$ cat src/rtl/cfgsec_pkg.sv
package cfgsec_pkg;
  typedef logic [2:0] op_t;
  localparam op_t OP_PROG    = 3'd0;
  localparam op_t OP_READ    = 3'd1;
  localparam op_t OP_SECURE  = 3'd2;
  localparam op_t OP_ERASE   = 3'd3;
  localparam op_t OP_SIGRD   = 3'd4;
  localparam op_t OP_SIGPROG = 3'd5;
endpackage

$ cat src/rtl/cfgsec_rstsync.sv
module cfgsec_rstsync (
  input  logic clk,
  input  logic rst_n,
  output logic rst_n_sync
);
  logic [1:0] sh_q;

  always_ff @(posedge clk or negedge rst_n) begin
    if (!rst_n) sh_q <= 2'b00;
    else        sh_q <= {sh_q[0], 1'b1};
  end

  assign rst_n_sync = sh_q[1];
endmodule

$ cat src/rtl/cfgsec_store.sv
module cfgsec_store #(
  parameter int ADDR_W = 4,
  parameter int DATA_W = 8,
  parameter int SIG_W  = 24
) (
  input  logic              clk,
  input  logic              rst_n,
  input  logic [ADDR_W-1:0] rd_addr,
  output logic [DATA_W-1:0] rd_word,
  input  logic [ADDR_W-1:0] sig_idx,
  output logic [DATA_W-1:0] sig_word,
  input  logic              we_word,
  input  logic              we_sig,
  input  logic [ADDR_W-1:0] wr_addr,
  input  logic [DATA_W-1:0] wr_data,
  input  logic              erase,
  input  logic              set_lock,
  output logic              locked
);
  localparam int WORDS  = 1 << ADDR_W;
  localparam int CHUNKS = SIG_W / DATA_W;

  logic [DATA_W-1:0] pat_q [WORDS];
  logic [DATA_W-1:0] sig_q [CHUNKS];
  logic              lock_q;

  // pattern array: erase forces all ones, otherwise one addressed word is written
  for (genvar w = 0; w < WORDS; w++) begin : g_word
    logic              en;
    logic [DATA_W-1:0] d;
    assign en = erase || (we_word && (wr_addr == ADDR_W'(w)));
    assign d  = erase ? '1 : wr_data;
    always_ff @(posedge clk or negedge rst_n) begin
      if (!rst_n)  pat_q[w] <= '1;
      else if (en) pat_q[w] <= d;
    end
  end

  // signature chunks
  for (genvar c = 0; c < CHUNKS; c++) begin : g_sig
    logic              en;
    logic [DATA_W-1:0] d;
    assign en = erase || (we_sig && (wr_addr == ADDR_W'(c)));
    assign d  = erase ? '1 : wr_data;
    always_ff @(posedge clk or negedge rst_n) begin
      if (!rst_n)  sig_q[c] <= '1;
      else if (en) sig_q[c] <= d;
    end
  end

  always_ff @(posedge clk or negedge rst_n) begin
    if (!rst_n)        lock_q <= 1'b0;
    else if (erase)    lock_q <= 1'b0;
    else if (set_lock) lock_q <= 1'b1;
  end

  assign rd_word = pat_q[rd_addr];
  assign locked  = lock_q;

  always_comb begin
    sig_word = '1;
    for (int c = 0; c < CHUNKS; c++) begin
      if (sig_idx == ADDR_W'(c)) sig_word = sig_q[c];
    end
  end
endmodule

$ cat src/rtl/cfgsec_seq.sv
module cfgsec_seq
  import cfgsec_pkg::*;
#(
  parameter int ADDR_W   = 4,
  parameter int DATA_W   = 8,
  parameter int SIG_W    = 24,
  parameter int BUSY_CYC = 4
) (
  input  logic              clk,
  input  logic              rst_n,
  input  logic              cmd_valid,
  output logic              cmd_ready,
  input  op_t               cmd_op,
  input  logic [ADDR_W-1:0] cmd_addr,
  input  logic [DATA_W-1:0] cmd_wdata,
  input  logic              cmd_seal,
  input  logic              locked,
  input  logic [DATA_W-1:0] pat_rd,
  input  logic [DATA_W-1:0] sig_rd,
  output logic              busy,
  output logic              rsp_valid,
  output logic              rsp_err,
  output logic [DATA_W-1:0] rsp_data,
  output logic              we_word,
  output logic              we_sig,
  output logic [ADDR_W-1:0] wr_addr,
  output logic [DATA_W-1:0] wr_data,
  output logic              erase,
  output logic              set_lock
);
  localparam int CHUNKS = SIG_W / DATA_W;
  localparam int CNT_W  = $clog2(BUSY_CYC + 1);

  logic              busy_q, busy_d;
  logic [CNT_W-1:0]  cnt_q, cnt_d;
  op_t               op_q;
  logic [ADDR_W-1:0] addr_q;
  logic [DATA_W-1:0] data_q;
  logic              seal_q;
  logic              rv_q, rv_d, re_q, re_d;
  logic [DATA_W-1:0] rd_q, rd_d;

  logic accept, commit, sig_ok, start, refuse;

  assign cmd_ready = rst_n && !busy_q;
  assign accept    = cmd_valid && cmd_ready;
  assign commit    = busy_q && (cnt_q == '0);
  assign sig_ok    = ({1'b0, cmd_addr} < (ADDR_W+1)'(CHUNKS));

  // next state
  always_comb begin
    busy_d = busy_q;
    cnt_d  = cnt_q;
    rv_d   = 1'b0;
    re_d   = 1'b0;
    rd_d   = '0;
    start  = 1'b0;
    refuse = 1'b0;
    if (busy_q) begin
      if (commit) begin
        busy_d = 1'b0;
        rv_d   = 1'b1;
      end else begin
        cnt_d = cnt_q - 1'b1;
      end
    end else if (accept) begin
      unique case (cmd_op)
        OP_READ:    if (locked) refuse = 1'b1;
                    else begin rv_d = 1'b1; rd_d = pat_rd; end
        OP_PROG:    if (locked) refuse = 1'b1; else start = 1'b1;
        OP_SECURE:  start = 1'b1;
        OP_ERASE:   start = 1'b1;
        OP_SIGRD:   if (!sig_ok) refuse = 1'b1;
                    else begin rv_d = 1'b1; rd_d = sig_rd; end
        OP_SIGPROG: if (locked || !sig_ok) refuse = 1'b1; else start = 1'b1;
        default:    refuse = 1'b1;
      endcase
      if (refuse) begin
        rv_d = 1'b1;
        re_d = 1'b1;
      end
      if (start) begin
        busy_d = 1'b1;
        cnt_d  = CNT_W'(BUSY_CYC - 1);
      end
    end
  end

  // control registers
  always_ff @(posedge clk or negedge rst_n) begin
    if (!rst_n) begin
      busy_q <= 1'b0;
      cnt_q  <= '0;
      rv_q   <= 1'b0;
      re_q   <= 1'b0;
      rd_q   <= '0;
    end else begin
      busy_q <= busy_d;
      cnt_q  <= cnt_d;
      rv_q   <= rv_d;
      re_q   <= re_d;
      rd_q   <= rd_d;
    end
  end

  // held operation, enabled only when an operation starts
  always_ff @(posedge clk) begin
    if (start) begin
      op_q   <= cmd_op;
      addr_q <= cmd_addr;
      data_q <= cmd_wdata;
      seal_q <= cmd_seal;
    end
  end

  assign busy      = busy_q;
  assign rsp_valid = rv_q;
  assign rsp_err   = re_q;
  assign rsp_data  = rd_q;
  assign we_word   = commit && (op_q == OP_PROG);
  assign we_sig    = commit && (op_q == OP_SIGPROG);
  assign erase     = commit && (op_q == OP_ERASE);
  assign set_lock  = commit && ((op_q == OP_SECURE) || ((op_q == OP_PROG) && seal_q));
  assign wr_addr   = addr_q;
  assign wr_data   = data_q;
endmodule

$ cat src/rtl/cfgsec_ctrl.sv
module cfgsec_ctrl #(
  parameter int ADDR_W   = 4,
  parameter int DATA_W   = 8,
  parameter int SIG_W    = 24,
  parameter int BUSY_CYC = 4
) (
  input  logic              clk,
  input  logic              rst_n,
  input  logic              cmd_valid,
  output logic              cmd_ready,
  input  logic [2:0]        cmd_op,
  input  logic [ADDR_W-1:0] cmd_addr,
  input  logic [DATA_W-1:0] cmd_wdata,
  input  logic              cmd_seal,
  output logic              busy,
  output logic              locked,
  output logic              rsp_valid,
  output logic              rsp_err,
  output logic [DATA_W-1:0] rsp_data
);
  logic              rst_n_sync;
  logic [DATA_W-1:0] pat_rd, sig_rd, wr_data;
  logic [ADDR_W-1:0] wr_addr;
  logic              we_word, we_sig, erase, set_lock;

  cfgsec_rstsync u_rst (
    .clk        (clk),
    .rst_n      (rst_n),
    .rst_n_sync (rst_n_sync)
  );

  cfgsec_seq #(
    .ADDR_W(ADDR_W), .DATA_W(DATA_W), .SIG_W(SIG_W), .BUSY_CYC(BUSY_CYC)
  ) u_seq (
    .clk       (clk),
    .rst_n     (rst_n_sync),
    .cmd_valid (cmd_valid),
    .cmd_ready (cmd_ready),
    .cmd_op    (cmd_op),
    .cmd_addr  (cmd_addr),
    .cmd_wdata (cmd_wdata),
    .cmd_seal  (cmd_seal),
    .locked    (locked),
    .pat_rd    (pat_rd),
    .sig_rd    (sig_rd),
    .busy      (busy),
    .rsp_valid (rsp_valid),
    .rsp_err   (rsp_err),
    .rsp_data  (rsp_data),
    .we_word   (we_word),
    .we_sig    (we_sig),
    .wr_addr   (wr_addr),
    .wr_data   (wr_data),
    .erase     (erase),
    .set_lock  (set_lock)
  );

  cfgsec_store #(
    .ADDR_W(ADDR_W), .DATA_W(DATA_W), .SIG_W(SIG_W)
  ) u_store (
    .clk      (clk),
    .rst_n    (rst_n_sync),
    .rd_addr  (cmd_addr),
    .rd_word  (pat_rd),
    .sig_idx  (cmd_addr),
    .sig_word (sig_rd),
    .we_word  (we_word),
    .we_sig   (we_sig),
    .wr_addr  (wr_addr),
    .wr_data  (wr_data),
    .erase    (erase),
    .set_lock (set_lock),
    .locked   (locked)
  );
endmodule

$ cat config.mk
export PLATFORM = sky130hd
export DESIGN_NAME = cfgsec_ctrl
export DESIGN_NICKNAME = d
export VERILOG_FILES = /design/src/rtl/cfgsec_pkg.sv /design/src/rtl/cfgsec_rstsync.sv /design/src/rtl/cfgsec_store.sv /design/src/rtl/cfgsec_seq.sv /design/src/rtl/cfgsec_ctrl.sv
export SDC_FILE = /design/constraint.sdc
export NUM_CORES = 1
export LEC_CHECK = 0
export BUFFER_PORTS_ARGS = -buffer_cell sky130_fd_sc_hd__buf_2
export CAP_MARGIN = 20
export CORE_UTILIZATION = 55
export CTS_CLUSTER_SIZE = 8
export DETAILED_ROUTE_END_ITERATION = 8
export PLACE_DENSITY = 0.8
export SLEW_MARGIN = 25
export SYNTH_ARGS = -nofsm -noshare
export SYNTH_HDL_FRONTEND = slang
export SYNTH_SLANG_ARGS = --single-unit
$ cat constraint.sdc
create_clock -name clk -period 6 [get_ports clk]
set_input_delay 1.2 -clock clk [delete_from_list [all_inputs] [get_ports clk]]
set_output_delay 1.2 -clock clk [all_outputs]
set_load 0.01 [all_outputs]
==> impl_results.md, run 1 <==
- Fill count: 1,210
- CTS tree: yes
- Post-route ant nets: 0
- Detailed Place HPWL: 13.5 mm
- Synth Instances: 790
- Post_cts resized: 0
- CTS Buf Count: 17
- Critical path depth in cells: 7
- Die Wd: 131 µm
- Initial Util: 56.8%
- CP endpoint kind: flip-flop
- Via count: 6,564
- Max VDD drop: 245 µV
- Reg-to-reg startpoint: u_seq.cnt_q[0]$_DFFE_PN0P_
- Final Worst Setup Slack: 2.84 ns
- Worst hold margin: 0.220 ns
- Worst R2R Path Depth: 7
- Residual DRC: 0
- First-pass GRT wire length: 36.1 mm
- Ratio of cells with drive above 1 in the final layout: 33.5%
- DR iter-0 viols: 653
- Antenna Cells: 0
- Top cell by count, worst path: ha_1
- Initial antenna violation count: 1
- Clock Tree Root: clkbuf_16
- Max incr delay on CP: 0.72 ns
- Fmax: 316 MHz
- Drt pass-1 iters: 5
- Post-synth EDFFs: 16
- Gpl congestion: 0.847
- Crit-path max FO: 75
- Syn_area_per_cell: 11.5 µm²
- Worst min-delay path class: reg2async
- CP Buf/Inv Count: 2
- Layout area overhead: 7.97%
- Die height: 131 µm
- Actual slew at the worst max-slew pin: 0.938 ns
- CP delay by family, top: simple AND/OR/NAND/NOR gates
- Req. time, crit path: 6.36 ns
- Post-Synthesis Net Count: 811
- Pin count of the biggest net entering global routing: 76
- Arr. time, crit path: 3.52 ns
- Lkg Pwr: 4.78 nW
- Sequential share of the synthesized area: 53.7%
- Die ar.: 0.0171 mm²
- Grt total ovfl: 0
- Setup_tns: 0 ns
- Hold Fails Final Rpt: 0
- Most frequent cells in the layout: dfstp_2 (152), nand3_1 (105), nand2_1 (102)
- Final std cells w/o fill: 1,003
- Outcome: completed
- Max Slew Vio Count: 0
- Clock transition at the registers of the reported paths: 0.07 ns
- Critical-path cell with the highest stage delay: nand3_4
- GRT Overall Usage: 28.6%
- Post-CTS Hold Buffers: 0
- # rows: 46
- Synth async-reset ratio: 91.4%
- Post-CTS Setup Repair Bufs: 0
- Core Area: 0.0161 mm²
- Routed len/inst: 22.5 µm
- Cell Chain, Critical Path: inv_1 > ha_1 > ha_1 > and3b_1 > nand3_4 > buf_4 > o211ai_1
- IO Count: 32
- Routed vias/inst: 6.54
- Post-layout min period: 3.16 ns
- Distinct cells, synth: 50
- Pwr dens: 466 mW/mm²
- Vias in the first global route: 6,761
- Critical path startpoint category: flip-flop
- Synth warn: 0
- DRT Wirelength: 22.6 mm
- Final setup violation count: 0
- CTS H-tree lvls: 4
- FF-to-FF End: u_store.pat_q[5]$_DFFE_PN1P_
- Setup CP Type: reg2reg
- CTS max path bufs: 2
- RSZ-0062 raised after global routing: no
- PortBufs: 31
- Crit path from: u_seq.cnt_q[0]$_DFFE_PN0P_
- Final Skew: 0.0111 ns
- Fin nets: 795
- Skew-Pair Late Insertion Delay: 0.44 ns
- #FFs+latches synth: 185
- Ys flop type: dfstp_2
- Dpl ws: 2.61 ns
- Relative slew margins: 37.5%
- CTS sink cnt: 185
- Worst setup path endpoint: u_store.pat_q[5]$_DFFE_PN1P_
- Max-Cap Viols: 0
- Cells after DPL: 971
- Reg-to-reg slack, setup: 2.84 ns
- Most common cell after layout, fill and taps aside: dfstp_2
- Synth Cell Area: 0.00912 mm²
- Final critical-path share of the clock period: 52.7%
## power breakdown
group	internal (W)	leakage (nW)	total, W	switching [W]
clock	0.000603	0.267	0.00107	0.000463
combinational	0.000529	2.55	0.00104	0.000512
sequential	0.00216	1.96	0.00248	0.000317
## area by class of cell
| class | count | area [µm²] | share of cell area [%] |
|---|---|---|---|
| clock buffers | 20 | 437 | 4.44 |
| clock inverters | 12 | 108 | 1.09 |
| inverters | 6 | 22.5 | 0.229 |
| multi-input cells | 523 | 3870 | 39.3 |
| flip-flops and latches | 185 | 4900 | 49.8 |
| well taps | 216 | 270 | 2.75 |
| repair buffers | 41 | 230 | 2.34 |
## Yosys cell counts (7+ instances only)
library cell | number | share of area, %
dfrtp_1 | 17 | 4.7
buf_2 | 18 | 0.99
o221ai_1 | 11 | 1.1
a21oi_1 | 15 | 0.82
nand3_1 | 106 | 5.8
o211ai_1 | 11 | 0.91
o21ai_0 | 59 | 3.2
dfstp_2 | 152 | 44
nand4_2 | 10 | 1.4
clkbuf_1 | 53 | 2.2
nor4_1 | 7 | 0.48
nand2_1 | 102 | 4.2
mux4_2 | 23 | 5.7
edfxtp_1 | 16 | 5.3
nor3_1 | 7 | 0.38
nor2_1 | 20 | 0.82
mux2i_1 | 99 | 11
mux4_1 | 9 | 2.6
## sequential cells by signal (all words and copies together) (netlist names)
| register | cells |
|---|---|
| u_seq.cnt_q | 3 |
| u_rst.sh_q | 2 |
| u_store.locked | 1 |
| u_seq.rsp_valid | 1 |
| u_store.pat_q | 128 |
| u_store.sig_q | 24 |
| u_seq.wr_data | 8 |
| u_seq.rsp_err | 1 |
| u_seq.rsp_data | 8 |
| u_seq.op_q | 3 |
| u_seq.busy | 1 |
| u_seq.seal_q | 1 |
| u_seq.wr_addr | 4 |
## worst register-to-register path, delay by kind of cell, from the launching register on
family | cells | cell delay [ns]
AND/OR/NAND/NOR | 2 | 1.37
buffers and inverters | 2 | 0.73
flip-flops | 1 | 0.40
adder cells (fa/ha/maj) | 2 | 0.38
AO/OA/AOI/OAI | 1 | 0.22
## how the worst min path moves through the flow
stage	to	slack [ns]	cells after the start	from
after floorplan	u_rst.sh_q[1]$_DFF_PN0_	0.33	0	u_rst.sh_q[0]$_DFF_PN0_
after global placement	u_seq.cnt_q[2]$_DFFE_PN0P_	0.22	0	u_rst.sh_q[1]$_DFF_PN0_
after detailed placement	u_seq.cnt_q[2]$_DFFE_PN0P_	0.23	0	u_rst.sh_q[1]$_DFF_PN0_
after CTS	u_seq.cnt_q[2]$_DFFE_PN0P_	0.23	0	u_rst.sh_q[1]$_DFF_PN0_
after global routing	u_seq.cnt_q[2]$_DFFE_PN0P_	0.25	0	u_rst.sh_q[1]$_DFF_PN0_
final	u_seq.cnt_q[2]$_DFFE_PN0P_	0.22	0	u_rst.sh_q[1]$_DFF_PN0_
## per-stage QoR
step / util [%] / area, µm² / power (W)
after floorplan: - / 9120 / 0.00318
after global placement: 57.9 / 9300 / 0.00339
after detailed placement: 57.9 / 9300 / 0.00351
after CTS: 61.3 / 9840 / 0.00459
after global routing: 61.3 / 9840 / 0.00483
final: 61.3 / 9840 / 0.00459
## kinds of logic after synthesis
kind of cell	Yosys count	synth area share, %
muxes	136	19.8
and+or+nand+nor	280	15.4
adders and majority gates	2	0.274
AOI/OAI and AO/OA	104	6.85
buffers and inverters	82	3.93
other	1	0.0411
DFF	185	53.7
## metal layers
layer  share of wire [%]  GRT usage, %  up-vias  wire, µm
met5               0.058             0        -        13
met4                 3.0          11.9        2       677
met3                 9.0          9.65       55      2030
met2                  48          45.1      297     10900
met1                  40          36.4     3368      8980
li1                    -             -     2842         -
No activity file was read; power rests on OpenSTA's default activity.
==> run 2: changes to the inputs <==
Settings changed: ABC_AREA set to 1.
Clock period 6 ns to 3.14 ns, I/O delays scaled along.
==> run 2 against run 1 <==
Synthesized cell count is 33% higher. Combinational power rose by 99%. Fmax increased by 29%. First-iteration DRC count down 16%. Flip-flop and latch count stayed put. Clock power grew 100%. Highest routed layer is now met4.
==> impl_results.md, run 2 <==
- Internal cell power: 0.00619 W
- Layout area overhead: 7.59%
- Distinct cells, synth: 37
- Routed vias/inst: 5.39
- Max-Cap Viols: 0
- Max VDD drop: 657 µV
- Post-layout min period: 2.46 ns
- Core Area: 0.0161 mm²
- Hold Fails Final Rpt: 0
- DR iter-0 viols: 551
- Pin count of the biggest net entering global routing: 137
- Initial antenna violation count: 0
- Clock Tree Root: clkbuf_16
- CTS Buf Count: 17
- Outcome: completed
- Most frequent cells in the layout: nand2_1 (336), nor2_1 (162), dfstp_2 (152)
- Final Skew: 0.0123 ns
- Max reg flops: 128
- Ys flop type: dfstp_2
- Crit-path max FO: 16
- Skew-Pair Late Insertion Delay: 0.45 ns
- Clock transition at the registers of the reported paths: 0.08 ns
- Clock share of power: 24.4%
- Req. time, crit path: 3.50 ns
- Final setup violation count: 0
- Die height: 131 µm
- Switching part of the total: 30.4%
- IO Count: 32
- Final std cells w/o fill: 1,286
- Dominant cell type by area after synthesis: dfstp_2
- Ratio of cells with drive above 1 in the final layout: 28.8%
- Post-synth EDFFs: 16
- Detailed Place HPWL: 13.3 mm
- Multi-input logic area: 0.00360 mm²
- Die Wd: 131 µm
- Sequential share of the synthesized area: 53.6%
- Synth top area cells: dfstp_2 (44%), nand2_1 (14%), a21oi_1 (7.2%), nor2_1 (6.7%), edfxtp_1 (5.3%)
- Synth warn: 0
- Residual DRC: 0
- Reg area: 0.00490 mm²
- CTS sink cnt: 185
- GRT Overall Usage: 26.6%
- First-pass GRT wire length: 33.9 mm
- Post_cts resized: 0
- #FFs+latches synth: 185
- Worst R2R Path Depth: 10
- Gpl congestion: 0.876
- Largest register by flop count: u_store.pat_q
- Routed len/inst: 16.3 µm
- RSZ-0062 raised after global routing: no
- Power, Total: 0.00889 W
- PortBufs: 31
- Worst min-delay path class: in2reg
- Max Slew Vio Count: 0
- Cells after DPL: 1,252
- Critical path startpoint category: flip-flop
- CTS H-tree lvls: 4
- Reg power frac: 52.3%
- Via count: 6,933
- Relative slew margins: 47.8%
- Syn_area_per_cell: 8.73 µm²
- Setup CP Type: reg2reg
- # rows: 46
- Setup_tns: 0 ns
- CP endpoint kind: flip-flop
- Fin nets: 1,077
- Lkg Pwr: 4.35 nW
- Grt total ovfl: 0
- Synth Cell Area: 0.00914 mm²
- Post-CTS Setup Repair Bufs: 0
- Initial Util: 56.9%
- Most common cell after layout, fill and taps aside: nand2_1
- Post-Synthesis Net Count: 1,068
- DRT Wirelength: 20.9 mm
- Top cell type's share of synthesized area: 43.7%
- Synth async-reset ratio: 91.4%
- Final critical-path share of the clock period: 78.3%
- Actual slew at the worst max-slew pin: 0.782 ns
- Net switching power figure: 0.00271 W
- CTS tree: yes
- Largest regs: u_store.pat_q x128, u_store.sig_q x24
- Comb power frac: 23.2%
- Post-CTS Hold Buffers: 1
- Drt pass-1 iters: 5
- Arr. time, crit path: 2.82 ns
- Fmax: 407 MHz
- Pwr dens: 905 mW/mm²
- CTS max path bufs: 2
- Vias in the first global route: 6,649
- Top-count cell post-synth: nand2_1
- Hold Path Cell Cnt: 1
- Fill count: 1,349
- Post-route ant nets: 0
- Die ar.: 0.0171 mm²
- Commonest cells post-synth: nand2_1 (336), nor2_1 (162), dfstp_2 (152), a21oi_1 (131), inv_1 (39)
- Synth Instances: 1,047
-- run 2: worst max-delay path, cell delays in order (launching register included) --
cell and delay [ns]:
dfrtp_1 0.40, inv_1 0.07, ha_1 0.16, ha_1 0.19, nand2_2 0.10, inv_2 0.11
nand4_2 0.39, buf_4 0.42, nand2_2 0.31, nor2_1 0.08, a21oi_1 0.14
-- run 2: metal layers --
layer | wire [µm] | track usage [%] | vias up
li1 | - | - | 3360
met1 | 9090 | 35.3 | 3312
met2 | 10100 | 43.0 | 213
met3 | 1200 | 4.64 | 48
met4 | 564 | 12.2 | 0
met5 | 0 | 0 | -
-- run 2: layout make-up --
cell class	instances	share of cell area, %
Tap cell	216	2.75
Clock inverter	13	1.46
Timing Repair Buffer	41	2.75
Sequential cell	185	49.9
Antenna cell	1	0.0255
Clock buffer	19	4.62
Multi-Input combinational cell	765	36.6
Inverter	46	1.88
-- run 2: kinds of logic (layout without fill, tap and decap cells) --
kind of cell / after synthesis / after routing / share of synthesized area (%)
fa+ha+maj: 2 / 2 / 0.274
other cells: 1 / 2 / 0.0410
simple gates: 575 / 575 / 27.2
flops: 185 / 185 / 53.6
buf+inv: 97 / 119 / 6.97
compound gates: 187 / 187 / 11.9
-- run 2: power by group through the flow --
| stage | clock (W) | combinational, W | sequential, W |
|---|---|---|---|
| after floorplan | 0 | 0.00165 | 0.00455 |
| after global placement | 0 | 0.00196 | 0.00462 |
| after detailed placement | 0 | 0.00206 | 0.00467 |
| after CTS | 0.00221 | 0.00208 | 0.00464 |
| after global routing | 0.00229 | 0.00239 | 0.00477 |
| final | 0.00217 | 0.00207 | 0.00465 |
-- run 2: metrics by stage --
step,utilization (%),worst slack (ns),hold WS (ns),instance area [µm²]
6_report,61.2,0.683,0.348,9830
5_1_grt,61.2,0.506,0.340,9830
4_1_cts,61.2,0.672,0.334,9830
3_5_place_dp,57.4,0.691,0.350,9220
3_3_place_gp,57.4,0.867,0.337,9220
2_1_floorplan,-,0.271,0.331,9140
-- run 2: worst paths after layout --
path | startpoint | endpoint | slack [ns]
max | u_seq.cnt_q[0]$_DFFE_PN0P_ | u_store.sig_q[10]$_DFFE_PN1P_ | 0.68
min | cmd_wdata[4] | u_seq.wr_data[4]$_DFFE_PP_ | 0.35
max reg2reg | u_seq.cnt_q[0]$_DFFE_PN0P_ | u_store.sig_q[10]$_DFFE_PN1P_ | 0.68
min reg2reg | u_rst.sh_q[0]$_DFF_PN0_ | u_rst.sh_q[1]$_DFF_PN0_ | 0.36
max in group asynchronous | u_rst.sh_q[1]$_DFF_PN0_ | u_seq.rsp_data[2]$_DFF_PN0_ | 1.66
min in group asynchronous | u_rst.sh_q[1]$_DFF_PN0_ | u_seq.cnt_q[1]$_DFFE_PN0P_ | 0.39
==> run 3: changes to the inputs <==
Settings changed: PLACE_DENSITY 0.8 to 0.83.
Clock period 3.14 ns to 2.2 ns, I/O delays scaled along.
==> run 3 against run 2 <==
Die area unchanged. Highest routed layer unchanged. Flip-flop and latch count did not move. Power rose by 44%.
==> impl_results.md, run 3 (synthesis gave the netlist of run 2 again) <==
- Metal2 WL: 10.9 mm
- Die height: 131 µm
- CTS max path bufs: 2
- Dpl ws: 0.0834 ns
- Final std cells w/o fill: 1,319
- Outcome: completed
- Worst min-delay path class: in2reg
- Residual DRC: 0
- Arr. time, crit path: 2.46 ns
- First-pass GRT wire length: 35.2 mm
- Via count: 7,304
- Max Slew Vio Count: 0
- IO Count: 32
- CTS tree: yes
- Max incr delay on CP: 0.39 ns
- Core Area: 0.0161 mm²
- Final critical-path share of the clock period: 95.6%
- Largest regs: u_store.pat_q x128, u_store.sig_q x24
- Drt pass-1 iters: 5
- Fmax: 476 MHz
- # rows: 46
- Clock transition at the registers of the reported paths: 0.06 ns
- Req. time, crit path: 2.56 ns
- CTS Buf Count: 17
- RSZ-0062 raised after global routing: yes
- Vias in the first global route: 7,080
- Cell Chain, Critical Path: inv_1 > ha_1 > ha_1 > nand2_2 > inv_2 > nand4_2 > buf_12 > nand2_2 > nor2_1 > a21oi_1
- Routed vias/inst: 5.54
- Lkg Pwr: 4.58 nW
- Most frequent cells in the layout: nand2_1 (334), nor2_1 (161), dfstp_2 (152)
- Grt total ovfl: 0
- Most common cell after layout, fill and taps aside: nand2_1
- Fin area: 0.0102 mm²
- Fin nets: 1,111
- Initial Util: 56.9%
- Area post-placement: 0.00951 mm²
- Crit-path max FO: 16
- Cells after DPL: 1,279
- Skew-Pair Late Insertion Delay: 0.44 ns
- Pwr dens: 1250 mW/mm²
- Routed len/inst: 16.7 µm
- Relative slew margins: 54.8%
- Post-route ant nets: 0
- Die ar.: 0.0171 mm²
- Critical-path cell with the highest stage delay: dfrtp_1
- DR iter-0 viols: 639
- Util after Layout: 63.7%
- GRT Overall Usage: 27.2%
- WL met3: 1.53 mm
- Ratio of cells with drive above 1 in the final layout: 31.6%
- Final setup violation count: 0
- Max VDD drop: 1000 µV
- Fill count: 1,236
- Max reg flops: 128
- CP endpoint kind: flip-flop
- Actual slew at the worst max-slew pin: 0.679 ns
- CTS H-tree lvls: 4
- Layout area overhead: 12.0%
- Max-Cap Viols: 0
- Hold Fails Final Rpt: 0
- Antenna Cells: 0
- DRT Wirelength: 22.0 mm
- Worst hold margin: 0.181 ns
- CTS sink cnt: 185
- Highest metal used: met4
- Largest register by flop count: u_store.pat_q
- Final Skew: 0.00950 ns
- Clock Tree Root: clkbuf_16
- Initial antenna violation count: 0
- PortBufs: 31
- Final Worst Setup Slack: 0.0973 ns
- Routed met1 length: 9.05 mm
- Setup CP Type: reg2reg
- CP delay by family, top: simple AND/OR/NAND/NOR gates
- Critical path startpoint category: flip-flop
- Gpl congestion: 0.890
- Detailed Place HPWL: 13.9 mm
- Die Wd: 131 µm
- Post-layout min period: 2.10 ns
- Pin count of the biggest net entering global routing: 133
- CP Buf/Inv Count: 3
==> run 3: cell types whose count changed in the layout (fill, tap and decap cells not counted), moves of 2 or more <==
cell,change
buf_12,+6
buf_4,+27
clkbuf_8,+7
clkinv_2,+3
clkinvlp_4,-5
inv_1,-2
inv_6,-2
nand2_1,-2
nand2_2,-6
nand2_4,+8
==> run 3: metrics by stage <==
| stage | power [W] | setup TNS (ns) |
|---|---|---|
| after detailed placement | 0.00965 | 0 |
| after CTS | 0.0128 | 0 |
| final | 0.0128 | 0 |
| after global placement | 0.00943 | 0 |
| after global routing | 0.0136 | -0.0343 |
| after floorplan | 0.00886 | -9.23 |
==> run 3: timing repair <==
item | in CTS | in global routing
setup buffers | 0 | 7
resized for setup | 0 | 9
hold endpoints to repair | 2 | 0
hold buffers | 1 | 0
setup endpoints to repair | 0 | 48
==> run 3: path summary, 6_finish.rpt <==
| path | from | cells after the start | slack (ns) | end |
|---|---|---|---|---|
| setup / recovery | u_seq.cnt_q[0]$_DFFE_PN0P_ | 10 | 0.1 | u_store.sig_q[4]$_DFFE_PN1P_ |
| hold / removal | cmd_wdata[4] | 1 | 0.18 | u_seq.wr_data[4]$_DFFE_PP_ |
| setup reg to reg | u_seq.cnt_q[0]$_DFFE_PN0P_ | 10 | 0.1 | u_store.sig_q[4]$_DFFE_PN1P_ |
| hold reg to reg | u_rst.sh_q[0]$_DFF_PN0_ | 0 | 0.35 | u_rst.sh_q[1]$_DFF_PN0_ |
| max in group asynchronous | u_rst.sh_q[1]$_DFF_PN0_ | 2 | 0.69 | u_store.pat_q[34]$_DFFE_PN1P_ |
| min in group asynchronous | rst_n | 2 | 0.30 | u_rst.sh_q[1]$_DFF_PN0_ |
==> run 3: worst reg2reg max path, stage by stage, from the launching register on <==
cell	delay [ns]
dfrtp_1	0.39
inv_1	0.07
ha_1	0.14
ha_1	0.18
nand2_2	0.10
inv_2	0.08
nand4_2	0.29
buf_12	0.29
nand2_2	0.27
nor2_1	0.09
a21oi_1	0.14
==> run 3: per-layer routing <==
layer  vias up  global-route usage [%]
li1       3425                       -
met1      3525                    36.1
met2       308                    45.4
met3        46                    4.89
met4         0                    8.99
met5         -                       0
==> run 3: area by class of cell <==
class / count / area (µm²) / share of cell area [%]
Multi-Input combinational cell: 765 / 3660 / 35.7
Sequential cell: 185 / 4900 / 47.9
Clock buffer: 26 / 551 / 5.38
Inverter: 46 / 189 / 1.85
Timing Repair Buffer: 75 / 604 / 5.91
Tap cell: 216 / 270 / 2.64
Clock inverter: 6 / 57.6 / 0.563
==> run 3: power by group <==
part           internal [W]  switching (W)
sequential          0.00586       0.000790
clock               0.00183        0.00126
combinational       0.00129        0.00176
total               0.00898        0.00381
